**src/rtl/vdec_pkg.sv**
```systemverilog
package vdec_pkg;

  localparam int BYTE_W    = 8;
  localparam int FIELD_W   = 4;
  localparam int SCALE_MAX = 2;
  localparam int REG_IDX_W = FIELD_W + SCALE_MAX;
  localparam int IMM_W     = 2 * BYTE_W;
  localparam int MAX_LEN   = 4;
  localparam int LEN_W     = $clog2(MAX_LEN + 1);
  localparam int CNT_W     = $clog2(MAX_LEN);
  localparam logic [BYTE_W-1:0] MOVH_BYTE = 8'h7A;

  typedef enum logic [3:0] {
    OP_ADD  = 4'd0,
    OP_SUB  = 4'd1,
    OP_CMP  = 4'd2,
    OP_ORL  = 4'd3,
    OP_ANL  = 4'd4,
    OP_XRL  = 4'd5,
    OP_MOV  = 4'd6,
    OP_DIV  = 4'd7,
    OP_MUL  = 4'd8,
    OP_MOVH = 4'd9,
    OP_BAD  = 4'd15
  } vop_e;

  typedef enum logic [1:0] {
    SZ_BYTE  = 2'd0,
    SZ_WORD  = 2'd1,
    SZ_DWORD = 2'd2
  } vsize_e;

  typedef enum logic [2:0] {
    AM_REG   = 3'd0,
    AM_IMM   = 3'd1,
    AM_DIR8  = 3'd2,
    AM_DIR16 = 3'd3,
    AM_PTR_W = 3'd4,
    AM_PTR_D = 3'd5
  } vmode_e;

  typedef enum logic {
    ST_GATHER = 1'b0,
    ST_HOLD   = 1'b1
  } vstate_e;

  // Rebuild a full register index from a scaled field.
  function automatic logic [REG_IDX_W-1:0] scale_idx(input logic [FIELD_W-1:0] fld,
                                                     input vsize_e sz);
    logic [REG_IDX_W-1:0] wide;
    wide = {{SCALE_MAX{1'b0}}, fld};
    return wide << sz;
  endfunction

endpackage

```
**src/rtl/vdec_frame.sv**
```systemverilog
// Instruction length from the first byte and (when needed) the submode nibble.
module vdec_frame
  import vdec_pkg::*;
(
  input  logic [BYTE_W-1:0]  b0_i,
  input  logic [FIELD_W-1:0] sm_i,
  output logic [LEN_W-1:0]   len_o
);

  logic ext_form;

  assign ext_form = (b0_i[3:0] == 4'hE) || (b0_i == MOVH_BYTE);

  always_comb begin
    len_o = LEN_W'(1);
    if (b0_i[3:0] == 4'hC || b0_i[3:0] == 4'hD || b0_i[3:0] == 4'hF) begin
      len_o = LEN_W'(2);
    end else if (ext_form) begin
      case (sm_i)
        4'b0000, 4'b0001, 4'b0101, 4'b1101,
        4'b1001, 4'b1011:                    len_o = LEN_W'(3);
        4'b0100, 4'b1000, 4'b1100,
        4'b0011, 4'b0111, 4'b1111:           len_o = LEN_W'(4);
        default:                             len_o = LEN_W'(2);
      endcase
    end
  end

endmodule

```
**src/rtl/vdec_legal.sv**
```systemverilog
// Operation-dependent legality of a gathered instruction.
module vdec_legal
  import vdec_pkg::*;
(
  input  vop_e               op_i,
  input  logic [FIELD_W-1:0] fmt_i,
  input  logic               movh_i,
  input  logic [FIELD_W-1:0] sm_i,
  input  logic [1:0]         ptr_low_i,
  output logic               illegal_o
);

  logic rr_b, rr_w, rr_d, ext_e, ext_form, sm_known, is_logic, is_ptr;

  assign rr_b     = (fmt_i == 4'hC);
  assign rr_w     = (fmt_i == 4'hD);
  assign rr_d     = (fmt_i == 4'hF);
  assign ext_e    = (fmt_i == 4'hE);
  assign ext_form = ext_e || movh_i;
  assign sm_known = (sm_i[1:0] != 2'b10);
  assign is_logic = (op_i == OP_ORL) || (op_i == OP_ANL) || (op_i == OP_XRL);
  assign is_ptr   = (sm_i == 4'b1001) || (sm_i == 4'b1011);

  always_comb begin
    illegal_o = 1'b0;
    if (op_i == OP_BAD)                                         illegal_o = 1'b1;
    if (!(rr_b || rr_w || rr_d || ext_form))                    illegal_o = 1'b1;
    if (ext_form && !sm_known)                                  illegal_o = 1'b1;
    if (movh_i && sm_i != 4'b1100)                              illegal_o = 1'b1;
    if ((op_i == OP_DIV || op_i == OP_MUL) && !(rr_b || rr_w))  illegal_o = 1'b1;
    if (ext_e && sm_i == 4'b1100 && !(op_i == OP_MOV || op_i == OP_CMP))
                                                                illegal_o = 1'b1;
    if (ext_e && sm_i == 4'b1111 && op_i != OP_MOV)             illegal_o = 1'b1;
    if (is_logic && (rr_d || (ext_e && (sm_i == 4'b1000 || sm_i == 4'b1100 ||
                                        sm_i == 4'b1101))))     illegal_o = 1'b1;
    if (ext_form && is_ptr && ptr_low_i != 2'b00)               illegal_o = 1'b1;
  end

endmodule

```
**src/rtl/vdec_fields.sv**
```systemverilog
// Field extraction from the gathered bytes; illegal records read as zero.
module vdec_fields
  import vdec_pkg::*;
(
  input  logic [BYTE_W-1:0]    b0_i,
  input  logic [BYTE_W-1:0]    b1_i,
  input  logic [BYTE_W-1:0]    b2_i,
  input  logic [BYTE_W-1:0]    b3_i,
  output vop_e                 op_o,
  output vsize_e               size_o,
  output vmode_e               mode_o,
  output logic [REG_IDX_W-1:0] dst_o,
  output logic [REG_IDX_W-1:0] src_o,
  output logic [IMM_W-1:0]     imm_o,
  output logic                 ext_o,
  output logic                 illegal_o
);

  logic [FIELD_W-1:0]   fmt, sm, f_hi;
  logic                 is_movh, bad;
  vsize_e               r_size;
  vmode_e               r_mode;
  logic [REG_IDX_W-1:0] r_dst, r_src;
  logic [IMM_W-1:0]     r_imm, imm_wide, imm_narrow;
  logic                 r_ext;

  assign fmt        = b0_i[3:0];
  assign sm         = b1_i[3:0];
  assign f_hi       = b1_i[7:4];
  assign is_movh    = (b0_i == MOVH_BYTE);
  assign imm_wide   = {b2_i, b3_i};
  assign imm_narrow = {{BYTE_W{1'b0}}, b2_i};

  always_comb begin
    if (is_movh) begin
      op_o = OP_MOVH;
    end else begin
      case (b0_i[7:4])
        4'h2:    op_o = OP_ADD;
        4'h9:    op_o = OP_SUB;
        4'hB:    op_o = OP_CMP;
        4'h4:    op_o = OP_ORL;
        4'h5:    op_o = OP_ANL;
        4'h6:    op_o = OP_XRL;
        4'h7:    op_o = OP_MOV;
        4'h8:    op_o = OP_DIV;
        4'hA:    op_o = OP_MUL;
        default: op_o = OP_BAD;
      endcase
    end
  end

  always_comb begin
    r_size = SZ_BYTE;
    r_mode = AM_REG;
    r_dst  = '0;
    r_src  = '0;
    r_imm  = '0;
    r_ext  = 1'b0;
    case (fmt)
      4'hC: begin
        r_dst = scale_idx(f_hi, SZ_BYTE);
        r_src = scale_idx(b1_i[3:0], SZ_BYTE);
      end
      4'hD: begin
        r_size = SZ_WORD;
        r_dst  = scale_idx(f_hi, SZ_WORD);
        r_src  = scale_idx(b1_i[3:0], SZ_WORD);
      end
      4'hF: begin
        r_size = SZ_DWORD;
        r_dst  = scale_idx(f_hi, SZ_DWORD);
        r_src  = scale_idx(b1_i[3:0], SZ_DWORD);
      end
      default: begin
        case (sm)
          4'b0000: begin r_mode = AM_IMM;   r_imm = imm_narrow; end
          4'b0100: begin r_mode = AM_IMM;   r_size = SZ_WORD;  r_imm = imm_wide; end
          4'b1000: begin r_mode = AM_IMM;   r_size = SZ_DWORD; r_imm = imm_wide; end
          4'b1100: begin
            r_mode = AM_IMM;
            r_size = SZ_DWORD;
            r_imm  = imm_wide;
            r_ext  = !is_movh;
          end
          4'b0001: begin r_mode = AM_DIR8;  r_imm = imm_narrow; end
          4'b0101: begin r_mode = AM_DIR8;  r_size = SZ_WORD;  r_imm = imm_narrow; end
          4'b1101: begin r_mode = AM_DIR8;  r_size = SZ_DWORD; r_imm = imm_narrow; end
          4'b0011: begin r_mode = AM_DIR16; r_imm = imm_wide; end
          4'b0111: begin r_mode = AM_DIR16; r_size = SZ_WORD;  r_imm = imm_wide; end
          4'b1111: begin r_mode = AM_DIR16; r_size = SZ_DWORD; r_imm = imm_wide; end
          4'b1001: r_mode = AM_PTR_W;
          4'b1011: r_mode = AM_PTR_D;
          default: r_mode = AM_REG;
        endcase
        if (r_mode == AM_PTR_W) begin
          r_dst = scale_idx(b2_i[7:4], SZ_BYTE);
          r_src = scale_idx(f_hi, SZ_WORD);
        end else if (r_mode == AM_PTR_D) begin
          r_dst = scale_idx(b2_i[7:4], SZ_BYTE);
          r_src = scale_idx(f_hi, SZ_DWORD);
        end else begin
          r_dst = scale_idx(f_hi, r_size);
        end
      end
    endcase
  end

  vdec_legal u_legal (
    .op_i      (op_o),
    .fmt_i     (fmt),
    .movh_i    (is_movh),
    .sm_i      (sm),
    .ptr_low_i (b2_i[1:0]),
    .illegal_o (bad)
  );

  assign illegal_o = bad;
  assign size_o    = bad ? SZ_BYTE : r_size;
  assign mode_o    = bad ? AM_REG  : r_mode;
  assign dst_o     = bad ? '0 : r_dst;
  assign src_o     = bad ? '0 : r_src;
  assign imm_o     = bad ? '0 : r_imm;
  assign ext_o     = bad ? 1'b0 : r_ext;

endmodule

```
**src/rtl/vlen_insn_decoder.sv**
```systemverilog
module vlen_insn_decoder
  import vdec_pkg::*;
(
  input  logic                 clk,
  input  logic                 rst_n,
  input  logic                 in_valid,
  input  logic [7:0]           in_byte,
  output logic                 in_ready,
  output logic                 out_valid,
  input  logic                 out_ready,
  output logic [3:0]           out_op,
  output logic [1:0]           out_size,
  output logic [2:0]           out_mode,
  output logic [5:0]           out_dst,
  output logic [5:0]           out_src,
  output logic [15:0]          out_imm,
  output logic                 out_ext,
  output logic                 out_illegal
);

  localparam int SYNC_DEPTH = 2;

  logic [SYNC_DEPTH-1:0]           rst_pipe_q;
  logic                            run;
  vstate_e                         st_q, st_n;
  logic [CNT_W-1:0]                cnt_q, cnt_n;
  logic [MAX_LEN-1:0][BYTE_W-1:0]  bytes_w;
  logic                            take, give, last;
  logic [BYTE_W-1:0]               cur_b0;
  logic [FIELD_W-1:0]              cur_sm;
  logic [LEN_W-1:0]                len_cur;

  vop_e                 f_op;
  vsize_e               f_size;
  vmode_e               f_mode;
  logic [REG_IDX_W-1:0] f_dst, f_src;
  logic [IMM_W-1:0]     f_imm;
  logic                 f_ext, f_bad;

  // Reset release synchronizer
  always_ff @(posedge clk or negedge rst_n) begin
    if (!rst_n) rst_pipe_q <= '0;
    else        rst_pipe_q <= {rst_pipe_q[SYNC_DEPTH-2:0], 1'b1};
  end
  assign run = rst_pipe_q[SYNC_DEPTH-1];

  assign in_ready  = run && (st_q == ST_GATHER);
  assign out_valid = (st_q == ST_HOLD);
  assign take      = in_valid && in_ready;
  assign give      = out_valid && out_ready;

  // Length view including the byte being offered now
  assign cur_b0 = (cnt_q == CNT_W'(0)) ? in_byte : bytes_w[0];
  assign cur_sm = (cnt_q == CNT_W'(1)) ? in_byte[3:0] : bytes_w[1][3:0];

  vdec_frame u_frame (
    .b0_i  (cur_b0),
    .sm_i  (cur_sm),
    .len_o (len_cur)
  );

  assign last = ({1'b0, cnt_q} + LEN_W'(1)) == len_cur;

  // Next state
  always_comb begin
    st_n  = st_q;
    cnt_n = cnt_q;
    case (st_q)
      ST_GATHER: begin
        if (take) begin
          if (last) begin
            st_n  = ST_HOLD;
            cnt_n = '0;
          end else begin
            cnt_n = cnt_q + CNT_W'(1);
          end
        end
      end
      default: begin
        if (give) st_n = ST_GATHER;
      end
    endcase
  end

  always_ff @(posedge clk or negedge rst_n) begin
    if (!rst_n) begin
      st_q  <= ST_GATHER;
      cnt_q <= '0;
    end else begin
      st_q  <= st_n;
      cnt_q <= cnt_n;
    end
  end

  // Byte slots, written in order
  for (genvar gi = 0; gi < MAX_LEN; gi++) begin : g_slot
    logic [BYTE_W-1:0] slot_q;
    logic              slot_en;
    assign slot_en = take && (cnt_q == CNT_W'(gi));
    always_ff @(posedge clk) begin
      if (slot_en) slot_q <= in_byte;
    end
    assign bytes_w[gi] = slot_q;
  end

  vdec_fields u_fields (
    .b0_i      (bytes_w[0]),
    .b1_i      (bytes_w[1]),
    .b2_i      (bytes_w[2]),
    .b3_i      (bytes_w[3]),
    .op_o      (f_op),
    .size_o    (f_size),
    .mode_o    (f_mode),
    .dst_o     (f_dst),
    .src_o     (f_src),
    .imm_o     (f_imm),
    .ext_o     (f_ext),
    .illegal_o (f_bad)
  );

  assign out_op      = f_op;
  assign out_size    = f_size;
  assign out_mode    = f_mode;
  assign out_dst     = f_dst;
  assign out_src     = f_src;
  assign out_imm     = f_imm;
  assign out_ext     = f_ext;
  assign out_illegal = f_bad;

  // Assertions
  AST_NO_OVERLAP: assert property (@(posedge clk) disable iff (!rst_n)
    out_valid |-> !in_ready);

  AST_HOLD_STABLE: assert property (@(posedge clk) disable iff (!rst_n)
    (out_valid && !out_ready) |=> (out_valid &&
      $stable({out_op, out_size, out_mode, out_dst, out_src, out_imm, out_ext, out_illegal})));

  AST_DROP_AFTER_TAKE: assert property (@(posedge clk) disable iff (!rst_n)
    give |=> !out_valid);

  AST_LAST_BYTE_RECORD: assert property (@(posedge clk) disable iff (!rst_n)
    (take && last) |=> out_valid);

  AST_EXT_DWORD_IMM: assert property (@(posedge clk) disable iff (!rst_n)
    (out_valid && out_ext) |-> (out_size == 2'd2 && out_mode == 3'd1 && out_op != 4'd9));

  AST_ILLEGAL_BLANK: assert property (@(posedge clk) disable iff (!rst_n)
    (out_valid && out_illegal) |-> (out_imm == '0 && out_dst == '0 && out_src == '0 && !out_ext));

  AST_NO_RECORD_IN_RESET: assert property (@(posedge clk) disable iff (!rst_n)
    !run |-> (!out_valid && !in_ready));

endmodule

```
**config.mk**
```make
export PLATFORM = sky130hd
export DESIGN_NAME = vlen_insn_decoder
export DESIGN_NICKNAME = d
export VERILOG_FILES = /design/src/rtl/vdec_pkg.sv /design/src/rtl/vdec_frame.sv /design/src/rtl/vdec_legal.sv /design/src/rtl/vdec_fields.sv /design/src/rtl/vlen_insn_decoder.sv
export SDC_FILE = /design/constraint.sdc
export NUM_CORES = 1
export LEC_CHECK = 0
export BUFFER_PORTS_ARGS = -buffer_cell sky130_fd_sc_hd__buf_4
export CAP_MARGIN = 0
export CELL_PAD_IN_SITES_DETAIL_PLACEMENT = 1
export CELL_PAD_IN_SITES_GLOBAL_PLACEMENT = 1
export CORE_MARGIN = 4
export CORE_UTILIZATION = 39
export DETAILED_ROUTE_END_ITERATION = 10
export PLACE_DENSITY = 0.86
export SLEW_MARGIN = 20
export SYNTH_ARGS = -nofsm -noshare
export SYNTH_HDL_FRONTEND = slang
export SYNTH_SLANG_ARGS = --single-unit
```
**constraint.sdc**
```tcl
create_clock -name clk -period 2.45 [get_ports clk]
set_input_delay 0.245 -clock clk [delete_from_list [all_inputs] [get_ports clk]]
set_output_delay 0.245 -clock clk [all_outputs]
set_load 0.005 [all_outputs]
```
==> metrics.md, run 1 <==
| Metric | Value |
|---|---|
| Worst slew margin relative to its limit | `56.9%` |
| Placed inst area | `0.00389 sq mm` |
| Final setup vio count | `35` |
| WP data required | `2200 ps` |
| Area taken by multi-input logic gates | `0.00219 sq mm` |
| Power Total | `0.00317 W` |
| Die Footprint | `0.00996 sq mm` |
| Number of global-route vias before repair | `3,383` |
| FF/Latch Area | `0.00117 sq mm` |
| FF-to-FF path depth | `11` |
| Syn. warnings | `0` |
| Hold path cells | `1` |
| CTS Buf Count | `5` |
| Cell taking the most area after synthesis | `edfxtp_1` |
| Final Hold Fails | `0` |
| Worst min-delay path endpoint | `g_slot[1].slot_q[1]$_DFFE_PP_` |
| CTS tree | `yes` |
| Core Region | `0.00822 sq mm` |
| Register area share after synthesis | `35.5%` |
| Drt wl/cell | `19.8 microns` |
| Die Width | `99.8 microns` |
| Worst-skew pair later-pin latency | `300 ps` |
| Ports | `53` |
| H-tree depth reported by CTS | `2` |
| Minimum clock period | `2650 ps` |
| Tcrit/Tclk final | `108%` |
| Die Ht | `99.8 microns` |
| Max Slew Vio Count | `0` |
| Pwr Density | `710 mW/mm^2` |
| Layout area overhead | `35.9%` |
| IO buf count | `52` |
| Vias per inst | `5.78` |
| Synth async-reset ratio | `12.2%` |
| Final WL | `10,900 microns` |
| Number of core rows | `33` |
| Fmax | `377 MHz` |
| Yosys cell types | `65` |
| Arrival time worst endpoint | `2410 ps` |
| Synth cell count leaders | `42 x nor2_1, 34 x nand2_1, 32 x edfxtp_1` |
| Max-capacitance violation count | `0` |
| HP Start | `in_byte[1]` |
| Synth Register Bits | `41` |
| Post-Syn Instances | `360` |
| Mean Syn Cell Area | `9.13 sq um` |
| Number of synthesized flops with an enable pin | `32` |
| Peak supply drop | `0.000441 V` |
| Layout cells sized above 1 | `39.2%` |
| Nets@finish | `470` |
| Worst-margin pin slew | `642 ps` |
| Worst Hold Class | `in2reg` |
| Pre-CTS WS | `-211 ps` |
| Crit Path Max Fanout | `8` |
| Area share of the largest cell type after synthesis | `29.2%` |
| Initial cell density of the core | `40.0%` |
| Reg2reg end | `cnt_q[0]$_DFFE_PN0P_` |
| Final Skew | `14.5 ps` |
| Initial DRC count | `137` |
| Count leader, synth | `nor2_1` |
| Routability cong. | `0.901` |
| GR Overflow Total | `0` |
| Worst Setup End Kind | `output pin` |
| Tot GR Track Use | `21.3%` |
| DR vias | `3,183` |
| Reg-to-Reg Start | `g_slot[1].slot_q[1]$_DFFE_PP_` |
| Post-detail-place hpwl | `7510 microns` |
| Clock transition at path regs | `90 ps` |
| # clock sinks | `41` |
| Failing checks | `negative setup slack` |
| Synthesized Nets | `385` |
| Clock root buffer | `clkbuf_8` |
| Crit Path Category | `reg2out` |
| Fill cells | `934` |
| Clock Tree Buf Depth | `2` |
| Pin count of the biggest net entering global routing | `19` |
| Synth Cell Area | `0.00329 sq mm` |
| Detailed Routing Iterations Pass 1 | `4` |
| FF-to-FF setup slack | `-80 ps` |
| Unrepaired setup endpoints after global routing | `yes` |
| First-pass GRT wire length | `17,000 microns` |
| DRC Markers | `0` |
| Final Util | `54.4%` |
| Synth area leaders | `edfxtp_1 29%, nor3_2 6.1%, ha_1 5.0%` |
| Setup ws final | `-204 ps` |
| Antenna cells | `0` |
| Ys flop type | `edfxtp_1` |
| Initial antenna violation count | `0` |
| Post-route cell area | `0.00447 sq mm` |
| Antenna-violating nets left | `0` |
| Worst Setup Start Kind | `register` |
| Setup_tns | `-6070 ps` |
| Status | `finished with violations` |
| Leak | `1.74 nW` |
[cells by family (layout without fill, tap and decap cells)]
kind of cell	after synthesis	in the layout	share of synthesized area [%]
AND/OR/NAND/NOR	166	166	29.4
adder cells (fa/ha/maj)	13	13	4.95
AO/OA/AOI/OAI	88	88	19.1
XOR/XNOR	2	2	0.533
buffers and inverters	33	119	5.45
other	1	1	0.114
multiplexers	16	16	4.99
flip-flops	41	41	35.5
[where the power goes]
part / internal, W / switching, W
registers: 0.000861 / 0.000103
clock network: 0.000197 / 0.000248
logic: 0.000826 / 0.000937
[state kept, by name, indices dropped and copies added, names as in the netlist, named ones only]
signal,flops
rst_pipe_q,2
out_valid,1
g_slot.slot_q,32
cnt_q,2
[routing by layer]
layer	wire [microns]	global-route usage, %	vias to the layer above
met4	321	8.19	0
met3	410	2.36	31
met1	4350	24.9	1575
met5	0	0	-
met2	5850	39.6	91
li1	-	-	1486
[final cells by class]
cell class / instances / share of cell area, %
tap: 105 / 2.94
sequential: 41 / 26.1
multi-input combinational: 286 / 48.9
clock buffer: 5 / 1.54
timing repair buffer: 99 / 19.0
inverter: 12 / 1.06
clock inverter: 3 / 0.392
[stage by stage]
stage / instances / hold WS [ps]
2_1_floorplan: 360 / -50.6
4_1_cts: 546 / 183
3_5_place_dp: 523 / 52.3
5_1_grt: 551 / 175
6_report: 551 / 181
3_3_place_gp: 523 / 50.1
[placed cells by master (no fill, tap or decap), types with 6 or more instances in the layout]
cell type and n:
a21oi_1 23, a22oi_1 14, buf_4 88, edfxtp_1 32, ha_1 8, inv_1 9, mux2i_1 9, nand2_1 33
nand2b_1 13, nor2_1 36, nor2_2 6, nor2b_1 10, nor3_2 21, o21ai_0 9
[worst max-delay path: stages, from the launching register on]
cell,delay (ps)
edfxtp_1,480
buf_6,160
xor2_2,140
or3_1,320
o22a_1,220
o211ai_1,130
or2_4,210
buf_4,140
buf_16,110
nor2_1,50
buf_4,130
[timing repair]
item | CTS | global route
hold buffers | 1 | 0
gates resized for setup | 32 | 26
gates cloned | 3 | 0
hold endpoints to repair | 5 | 0
pin swaps | 7 | 13
setup buffers | 11 | 8
endpoints found under the setup margin | 37 | 42
[worst max path at each step]
stage                                 to                           from  cells past startpoint
floorplan           cnt_q[0]$_DFFE_PN0P_           cnt_q[1]$_DFFE_PN0P_                     12
global placement    cnt_q[0]$_DFFE_PN0P_           cnt_q[1]$_DFFE_PN0P_                     11
detailed placement  cnt_q[0]$_DFFE_PN0P_           cnt_q[1]$_DFFE_PN0P_                     10
CTS                           out_dst[5]  g_slot[0].slot_q[7]$_DFFE_PP_                      8
global route                 out_imm[13]  g_slot[0].slot_q[7]$_DFFE_PP_                      9
finish                        out_src[3]  g_slot[1].slot_q[1]$_DFFE_PP_                     10
No activity file was read; power rests on OpenSTA's default activity.
==> run 2, diff against run 1 <==
--- a/config.mk
+++ b/config.mk
@@ -5,14 +5,15 @@
 export SDC_FILE = /design/constraint.sdc
 export NUM_CORES = 1
 export LEC_CHECK = 0
+export ABC_AREA = 1
 export BUFFER_PORTS_ARGS = -buffer_cell sky130_fd_sc_hd__buf_4
 export CAP_MARGIN = 0
 export CELL_PAD_IN_SITES_DETAIL_PLACEMENT = 1
 export CELL_PAD_IN_SITES_GLOBAL_PLACEMENT = 1
-export CORE_MARGIN = 4
-export CORE_UTILIZATION = 39
+export CORE_UTILIZATION = 37
 export DETAILED_ROUTE_END_ITERATION = 10
-export PLACE_DENSITY = 0.86
+export PLACE_DENSITY = 0.87
+export RECOVER_POWER = 100
 export SLEW_MARGIN = 20
 export SYNTH_ARGS = -nofsm -noshare
 export SYNTH_HDL_FRONTEND = slang
==> run 2 against run 1 <==
Net effect: sequential power decreased by 2%; power decreased by 2.3%; maximum frequency increased by 6.8%; the run still ends with negative setup slack left; clock-buffer cell count increased by 1.
==> metrics.md, run 2 <==
| Metric | Value |
|---|---|
| Number of global-route vias before repair | `3,009 (was 3,383)` |
| HP Start | `out_ready (was in_byte[1])` |
| Synthesized Nets | `415 (was 385)` |
| Arrival time worst endpoint | `2240 ps (was 2410 ps)` |
| H-tree depth reported by CTS | `2 (unchanged)` |
| WP data required | `2200 ps (about the same)` |
| Leak | `1.74 nW (about the same)` |
| Die Footprint | `0.00834 sq mm (was 0.00996 sq mm)` |
| Ys flop type | `edfxtp_1 (unchanged)` |
| Setup ws final | `-35.2 ps (was -204 ps)` |
| Syn. warnings | `0 (unchanged)` |
| Worst-skew pair later-pin latency | `290 ps (was 300 ps)` |
| Worst slew margin relative to its limit | `52.3% (was 56.9%)` |
| Unrepaired setup endpoints after global routing | `yes (unchanged)` |
| Final setup vio count | `16 (was 35)` |
| GR Overflow Total | `0 (unchanged)` |
| Synth async-reset ratio | `12.2% (unchanged)` |
| Antenna cells | `0 (unchanged)` |
| Antenna-violating nets left | `0 (unchanged)` |
| Ports | `53 (unchanged)` |
| Vias per inst | `5.30 (was 5.78)` |
| Max Slew Vio Count | `0 (unchanged)` |
| Cell taking the most area after synthesis | `edfxtp_1 (unchanged)` |
| CTS Buf Count | `5 (unchanged)` |
| Synth Register Bits | `41 (unchanged)` |
| CP startpoint | `g_slot[1].slot_q[1]$_DFFE_PP_ (unchanged)` |
| Post-Syn Instances | `390 (was 360)` |
| Number of synthesized flops with an enable pin | `32 (unchanged)` |
| Count leader, synth | `nand2_1 (was nor2_1)` |
| Hold slack | `172 ps (was 181 ps)` |
| Final Skew | `10.1 ps (was 14.5 ps)` |
| Pwr Density | `802 mW/mm^2 (was 710 mW/mm^2)` |
| FF-to-FF setup slack | `180 ps (was -80 ps)` |
| Final WL | `9510 microns (was 10,900 microns)` |
| Clock Tree Buf Depth | `2 (unchanged)` |
| Initial cell density of the core | `38.2% (was 40.0%)` |
| Die Ht | `91.3 microns (was 99.8 microns)` |
| Layout area overhead | `30.9% (was 35.9%)` |
| Detailed Routing Iterations Pass 1 | `4 (unchanged)` |
| Synth area leaders | `edfxtp_1 33%, nand2_1 13%, inv_1 6.7% (was edfxtp_1 29%, nor3_2 6.1%, ha_1 5.0%)` |
| Setup crit end | `out_imm[9] (was out_src[3])` |
| CTS tree | `yes (unchanged)` |
| Crit Path Category | `reg2out (unchanged)` |
| Most frequent cells in the layout | `98 x nand2_1, 62 x buf_4, 52 x inv_1 (was 88 x buf_4, 36 x nor2_1, 33 x nand2_1)` |
| Yosys cell types | `35 (was 65)` |
| Clock transition at path regs | `80 ps (was 90 ps)` |
| Initial antenna violation count | `0 (unchanged)` |
| Status | `finished with violations (unchanged)` |
| Worst Setup End Kind | `output pin (unchanged)` |
| Synth cell count leaders | `103 x nand2_1, 53 x inv_1, 45 x nor2_1 (was 42 x nor2_1, 34 x nand2_1, 32 x edfxtp_1)` |
| Most flops, register | `g_slot.slot_q (unchanged)` |
| Nets@finish | `491 (was 470)` |
| Setup_tns | `-172 ps (was -6070 ps)` |
| Drt wl/cell | `16.7 microns (was 19.8 microns)` |
| Routability cong. | `0.891 (was 0.901)` |
| First-pass GRT wire length | `14,300 microns (was 17,000 microns)` |
| Failing checks | `negative setup slack (unchanged)` |
| Commonest non-fill, non-tap cell in the layout | `nand2_1 (was buf_4)` |
| Fmax | `402 MHz (was 377 MHz)` |
| Layout cells sized above 1 | `28.5% (was 39.2%)` |
| Worst Hold Class | `in2reg (unchanged)` |
| Max-capacitance violation count | `0 (unchanged)` |
| Layout Cells excl Fill | `569 (was 551)` |
| Clock root buffer | `clkbuf_8 (unchanged)` |
| Initial DRC count | `84 (was 137)` |
| IO buf count | `52 (unchanged)` |
| Cell count after placement | `543 (was 523)` |
| Post-detail-place hpwl | `6760 microns (was 7510 microns)` |
| Final Util | `50.0% (was 54.4%)` |
| Minimum clock period | `2490 ps (was 2650 ps)` |
| Crit Path Max Fanout | `17 (was 8)` |
| Worst Setup Start Kind | `register (unchanged)` |
| Pin count of the biggest net entering global routing | `35 (was 19)` |
| Top flop regs | `g_slot.slot_q: 32 flops, cnt_q: 2 flops, rst_pipe_q: 2 flops (unchanged)` |
| DRC Markers | `0 (unchanged)` |
| Core Region | `0.00773 sq mm (was 0.00822 sq mm)` |
| Register area share after synthesis | `39.5% (was 35.5%)` |
| Tcrit/Tclk final | `101% (was 108%)` |
| Die Width | `91.3 microns (was 99.8 microns)` |
| Worst-margin pin slew | `713 ps (was 642 ps)` |
| Tot GR Track Use | `21.6% (was 21.3%)` |
| Max FFs per register | `32 (unchanged)` |
| Reg-to-Reg Start | `cnt_q[0]$_DFFE_PN0P_ (was g_slot[1].slot_q[1]$_DFFE_PP_)` |
| Number of core rows | `32 (was 33)` |
| Power Total | `0.00310 W (was 0.00317 W)` |
| Synth Cell Area | `0.00295 sq mm (was 0.00329 sq mm)` |
| Mean Syn Cell Area | `7.57 sq um (was 9.13 sq um)` |
| # clock sinks | `41 (unchanged)` |
| Peak supply drop | `0.000553 V (was 0.000441 V)` |
| DR vias | `3,017 (was 3,183)` |
| FF-to-FF path depth | `11 (unchanged)` |
| Final Hold Fails | `0 (unchanged)` |
| Area share of the largest cell type after synthesis | `32.6% (was 29.2%)` |
## run 2: power breakdown
part	internal [W]	total (W)	switching [W]
Combinational	0.000613	0.00162	0.00101
Sequential	0.000859	0.000947	0.0000879
Clock	0.000301	0.000528	0.000228
Total	0.00177	0.00310	0.00132
## run 2: cell families (layout without fill, tap and decap cells)
logic type | Yosys count | in the layout | synth area share, %
AND/OR/NAND/NOR | 204 | 204 | 31.1
AO/OA/AOI/OAI | 66 | 66 | 14.3
buffers and inverters | 64 | 141 | 9.11
flip-flops | 41 | 41 | 39.5
adder cells (fa/ha/maj) | 13 | 13 | 5.51
other | 1 | 1 | 0.127
multiplexers | 1 | 1 | 0.339
## run 2: worst min path at each step
stage / slack [ps] / endpoint / cells past startpoint
after floorplan: -50 / cnt_q[0]$_DFFE_PN0P_ / 0
after CTS: 170 / out_valid$_DFF_PN0_ / 4
after global routing: 180 / out_valid$_DFF_PN0_ / 4
after detailed placement: 50 / out_valid$_DFF_PN0_ / 1
final: 170 / out_valid$_DFF_PN0_ / 4
after global placement: 50 / rst_pipe_q[0]$_DFF_PN0_ / 1
## run 2: area by class of cell
class	instances	area, sq um
Inverter	55	209
Timing Repair Buffer	78	606
Sequential cell	41	1170
Tap cell	102	128
Clock inverter	2	33.8
Clock buffer	6	72.6
Fill cell	957	3860
Multi-Input combinational cell	285	1650
## run 2: routing by layer
metal	global-route usage, %	vias up	share of wire [%]
met5	0	-	0
met4	8.60	0	2.7
met3	2.60	20	3.3
met2	40.6	92	54
met1	24.7	1458	40
li1	-	1447	-
## run 2: timing repair
item	in CTS	in global routing
gates resized for setup	6	38
setup buffers	11	4
endpoints found under the hold margin	5	0
pin swaps	2	0
gates cloned	0	2
setup endpoints to repair	37	40
hold buffers	1	0
## run 2: critical path: stages (launching register included)
cell	delay, ps
edfxtp_1	510
inv_1	180
nand4_1	210
nand3_1	150
nand4_1	110
nor2_2	170
nand3_4	150
clkbuf_16	220
nor2_1	110
buf_4	120
## run 2: per-stage QoR
stage / area [sq um] / setup slack [ps]
3_3_place_gp: 3480 / 29.9
5_1_grt: 3860 / -162
3_5_place_dp: 3480 / -151
4_1_cts: 3690 / 11.5
6_report: 3860 / -35.2
2_1_floorplan: 2950 / 167
